File: config.mk
export PLATFORM = sky130hd
export DESIGN_NAME = txd_dom_guard
export DESIGN_NICKNAME = d
export VERILOG_FILES = /design/src/rtl/txd_guard_pkg.sv /design/src/rtl/txd_tick_cnt.sv /design/src/rtl/txd_guard_ctrl.sv /design/src/rtl/txd_dom_guard.sv
export SDC_FILE = /design/constraint.sdc
export NUM_CORES = 1
export LEC_CHECK = 0
export ABC_AREA = 0
export BUFFER_PORTS_ARGS = -buffer_cell sky130_fd_sc_hd__buf_2
export CAP_MARGIN = 40
export CORE_MARGIN = 8
export CORE_UTILIZATION = 50
export CTS_BUF_LIST = sky130_fd_sc_hd__clkbuf_16
export DETAILED_ROUTE_END_ITERATION = 10
export GPL_TIMING_DRIVEN = 0
export PLACE_DENSITY = 0.76
export SYNTH_ARGS = -nofsm -noshare
export SYNTH_HDL_FRONTEND = slang
export SYNTH_HIERARCHICAL = 1
export SYNTH_SLANG_ARGS = --single-unit
File: constraint.sdc
create_clock -name clk_i -period 2.15 [get_ports clk_i]
set_clock_uncertainty 0.1 [all_clocks]
set_input_delay 0.43 -clock clk_i [delete_from_list [all_inputs] [get_ports clk_i]]
set_output_delay 0.43 -clock clk_i [all_outputs]
set_load 0.02 [all_outputs]
File: src/rtl/txd_guard_pkg.sv
package txd_guard_pkg;
  typedef enum logic [1:0] {
    GUARD_IDLE    = 2'd0,
    GUARD_ARMED   = 2'd1,
    GUARD_TIMEOUT = 2'd2
  } guard_state_e;
endpackage

File: src/rtl/txd_tick_cnt.sv
// Saturating tick counter; hit_o marks the LIMIT-th counted tick.
module txd_tick_cnt #(
  parameter int unsigned LIMIT = 4,
  localparam int unsigned W = (LIMIT > 2) ? $clog2(LIMIT) : 1
) (
  input  logic clk_i,
  input  logic rst_ni,
  input  logic clr_i,
  input  logic en_i,
  output logic hit_o
);
  localparam logic [W-1:0] TOP = W'(LIMIT - 1);

  logic [W-1:0] cnt_q;

  assign hit_o = en_i && !clr_i && (cnt_q == TOP);

  always_ff @(posedge clk_i or negedge rst_ni) begin
    if (!rst_ni)                    cnt_q <= '0;
    else if (clr_i)                 cnt_q <= '0;
    else if (en_i && cnt_q != TOP)  cnt_q <= cnt_q + W'(1);
  end
endmodule

File: src/rtl/txd_guard_ctrl.sv
module txd_guard_ctrl
  import txd_guard_pkg::*;
(
  input  logic clk_i,
  input  logic rst_ni,
  input  logic normal_i,
  input  logic rearm_hit_i,
  input  logic dom_hit_i,
  output logic armed_o,
  output logic timeout_o
);
  guard_state_e state_q, state_d;

  always_comb begin
    state_d = state_q;
    if (!normal_i) begin
      state_d = GUARD_IDLE;
    end else begin
      unique case (state_q)
        GUARD_IDLE:    if (rearm_hit_i) state_d = GUARD_ARMED;
        GUARD_ARMED:   if (dom_hit_i)   state_d = GUARD_TIMEOUT;
        GUARD_TIMEOUT: if (rearm_hit_i) state_d = GUARD_ARMED;
        default:                        state_d = GUARD_IDLE;
      endcase
    end
  end

  always_ff @(posedge clk_i or negedge rst_ni) begin
    if (!rst_ni) state_q <= GUARD_IDLE;
    else         state_q <= state_d;
  end

  assign armed_o   = (state_q == GUARD_ARMED);
  assign timeout_o = (state_q == GUARD_TIMEOUT);
endmodule

File: src/rtl/txd_dom_guard.sv
module txd_dom_guard #(
  parameter int unsigned DOM_TICKS   = 40000, // 40 ms at a 1 us tick
  parameter int unsigned REARM_TICKS = 12     // just over 10 us
) (
  input  logic clk_i,
  input  logic rst_ni,
  input  logic txd_i,
  input  logic normal_i,
  input  logic tick_i,
  output logic drive_dom_o,
  output logic timeout_o
);
  logic armed, rearm_hit, dom_hit;
  logic high_clr, high_en, low_clr, low_en;

  // high-time qualifier: any low level or mode exit discards progress
  assign high_clr = !normal_i || !txd_i;
  assign high_en  = tick_i;

  // dominant timer runs only while the driver is actually enabled
  assign low_clr  = !normal_i || txd_i || !armed;
  assign low_en   = tick_i;

  txd_tick_cnt #(.LIMIT(REARM_TICKS)) u_high_cnt (
    .clk_i (clk_i),
    .rst_ni(rst_ni),
    .clr_i (high_clr),
    .en_i  (high_en),
    .hit_o (rearm_hit)
  );

  txd_tick_cnt #(.LIMIT(DOM_TICKS)) u_low_cnt (
    .clk_i (clk_i),
    .rst_ni(rst_ni),
    .clr_i (low_clr),
    .en_i  (low_en),
    .hit_o (dom_hit)
  );

  txd_guard_ctrl u_ctrl (
    .clk_i      (clk_i),
    .rst_ni     (rst_ni),
    .normal_i   (normal_i),
    .rearm_hit_i(rearm_hit),
    .dom_hit_i  (dom_hit),
    .armed_o    (armed),
    .timeout_o  (timeout_o)
  );

  assign drive_dom_o = normal_i && armed && !txd_i;
endmodule

==> flow_summary.json <==
{
  "outcome": "finished clean",
  "clockBufferDepth": 2,
  "track_usage_pct": 12.68,
  "ys_warn_count": 6,
  "grt_max_degree": 23,
  "die-height_um": 65.55,
  "initial_core_util_pct": 50.93,
  "synthesis.nets": 134,
  "hpwl_um": 1718,
  "core-area_um2": 2410,
  "drtIter0Drc": 21,
  "cts_root_buffer": "clkbuf_16",
  "firstDrtPassIters": 4,
  "top_usage_layer": "met2",
  "pin_count": 7,
  "portBuffers": 6,
  "cts_setup_buffers": 0,
  "routed_wl_um": 2376,
  "synth_cell_types": 38,
  "tightest_slew_ns": 0.4826,
  "fin_nets": 145,
  "area_growth_pct": 11.82,
  "ant_nets": 0,
  "use_met2_pct": 21.40,
  "rsz0062_at_grt": "false",
  "setup_tns_ns": 0,
  "route.detailed.drc": 0,
  "grt_pass1_wl_um": 4202,
  "vias_per_cell": 5.801,
  "cts.sink_count": 22,
  "fill_cells": 196,
  "placed_area_um2": 1295,
  "grtUsageMet1_pct": 14.43,
  "min_path_type": "in2async",
  "cp-end-kind": "register",
  "die_x_um": 65.55,
  "cts.clk_slew.worst_paths_ns": 0.05,
  "synth_area_um2": 1227,
  "grt_pass1_vias": 974,
  "multiInputGateArea_um2": 630.6,
  "syn_inst": 127,
  "period_needed_ns": 1.997,
  "cp-start-kind": "register",
  "crit_arrival_ns": 2.07,
  "clock.fmax_ghz": 0.5007,
  "vdd_ir_drop_max_mv": 0.4035,
  "total_leakage_power_nw": 0.5644,
  "syn_area_per_cell_um2": 9.665,
  "grtUsageMet3_pct": 2.721,
  "power.density_nw_per_um2": 607.2,
  "fin_area_um2": 1373,
  "hold_viol": 0,
  "cp_max_fo": 8,
  "regArea_um2": 550.5,
  "antenna_found_initial": 0,
  "final-max-slew-violation-count": 0,
  "vias": 963,
  "cp.required_ns": 2.23,
  "htreeDepth": 1,
  "ys_seq_area_share_pct": 44.85,
  "synth-seq-cells": 22,
  "grt-ovfl-total": 0,
  "relSlewSlack_pct": 67.83,
  "die-area_um2": 4296,
  "antenna_cells": 0,
  "cap_viol_max_count": 0,
  "drive_above_1_share_pct": 13.97,
  "cts_made_buffers": 3,
  "setup_violations": 0,
  "fin_crit_sh_pct": 92.89,
  "wl_per_cell_um": 14.31,
  "tritoncts": "yes",
  "worstSetupPathType": "reg2reg",
  "gp_congestion": 0.7759,
  "insertion_delay_ns": 0.25,
  "power_w": 0.0008334,
  "rows": 18
}
-- registers in the layout, summed over array words and instances, names as in the netlist --
register,flops
u_high_cnt/cnt_q,4
u_ctrl/state_q,2
u_low_cnt/cnt_q,16
-- worst max-delay path: stages, from the launching register on --
cell and delay [ns]:
dfrtp_1 0.41, ha_2 0.22, and4_1 0.21, buf_6 0.13
a41o_1 0.24, buf_6 0.13, or3_1 0.34, a21oi_1 0.14
-- Yosys cell counts (all sizes together) --
master | number | share of area [%]
a31oi | 1 | 1.7
a2bb2oi | 1 | 0.71
buf | 3 | 2.1
mux2i | 2 | 1.6
inv | 4 | 1.2
nand3 | 6 | 2.4
nand2 | 9 | 2.8
xor2 | 6 | 4.3
and3 | 2 | 1.0
or4 | 1 | 0.61
dfrtp | 22 | 45
mux2 | 1 | 1.2
a41o | 1 | 0.82
nor2b | 5 | 2.8
and2 | 3 | 1.5
and3b | 1 | 0.71
nor4bb | 2 | 1.6
ha | 2 | 2.0
nor2 | 10 | 3.1
nand4 | 5 | 2.5
a311oi | 1 | 0.71
and4 | 2 | 1.5
nand3b | 2 | 1.2
nor3b | 2 | 1.2
nor3 | 2 | 0.82
or3 | 7 | 3.6
o21ai | 7 | 2.9
clkbuf | 2 | 0.61
a21oi | 9 | 3.7
a32o | 2 | 1.7
nand2b | 2 | 1.0
a41oi | 1 | 0.71
o31ai | 1 | 0.61
-- cells by family after synthesis --
family | Yosys count | synth area share (%)
AOI/OAI and AO/OA | 24 | 13.56
DFF | 22 | 44.85
buffers and inverters | 9 | 3.976
adders and majority gates | 2 | 2.038
muxes | 3 | 2.854
xor gates and xnor gates | 6 | 4.281
and+or+nand+nor | 61 | 28.44
-- layout by cell type, fill, tap and decap left out, types with 3 or more instances in the layout --
cell type | synthesis | routed
a21oi_1 | 9 | 9
and2_1 | 3 | 3
buf_2 | 0 | 6
clkbuf_16 | 0 | 3
dfrtp_1 | 22 | 22
nand2_1 | 9 | 9
nand3_1 | 6 | 6
nand4_1 | 5 | 5
nor2_1 | 10 | 10
nor2b_1 | 4 | 4
o21ai_0 | 7 | 7
or3_1 | 7 | 7
xor2_1 | 6 | 6
-- timing repair --
| item | in CTS | in global routing |
|---|---|---|
| hold buffers | 0 | 0 |
| setup endpoints to repair | 0 | 1 |
| resized for setup | 0 | 1 |
| endpoints found under the hold margin | 0 | 0 |
-- metrics by stage --
step / std cells / worst slack [ns] / utilization, % / hold WS, ns
2_1_floorplan: 127 / 0.2075 / - / 0.03441
3_3_place_gp: 163 / 0.1583 / 53.74 / 0.3200
3_5_place_dp: 163 / 0.1123 / 53.74 / 0.3199
4_1_cts: 166 / 0.1062 / 56.85 / 0.04862
5_1_grt: 166 / 0.04803 / 56.96 / 0.07665
6_report: 166 / 0.1528 / 56.96 / 0.03327
-- per-layer routing --
metal,up-vias,part of all wire (%)
li1,480,-
met4,0,2.3
met3,5,2.6
met1,459,45
met2,19,50
met5,-,0
-- final timing paths --
path	start	endpoint	slack [ns]	cells past startpoint
hold / removal	rst_ni	u_low_cnt/cnt_q[15]	0.03	1
setup reg to reg	u_low_cnt/cnt_q[0]	u_low_cnt/cnt_q[5]	0.15	7
hold reg to reg	u_low_cnt/cnt_q[15]	u_low_cnt/cnt_q[15]	0.46	2
setup / recovery	u_low_cnt/cnt_q[0]	u_low_cnt/cnt_q[5]	0.15	7
max in group asynchronous	rst_ni	u_low_cnt/cnt_q[6]	1.59	1
min in group clk_i	normal_i	u_ctrl/state_q[1]	0.40	2
-- cell type report --
cell class	instances	area share (%)
multi-input cells	96	45.94
repair buffers	6	2.188
clock buffers	3	5.469
flip-flops and latches	22	40.11
inverters	4	1.094
plain buffers	5	2.461
well taps	30	2.735
-- where the power goes --
group	internal (W)	switching, W	leakage [nW]
Sequential	0.000416	0.00000131	0.307
Clock	0.000245	0.000136	0.0370
Combinational	0.0000129	0.0000224	0.221
Total	0.000674	0.000160	0.564
No activity file was read; power rests on OpenSTA's default activity.
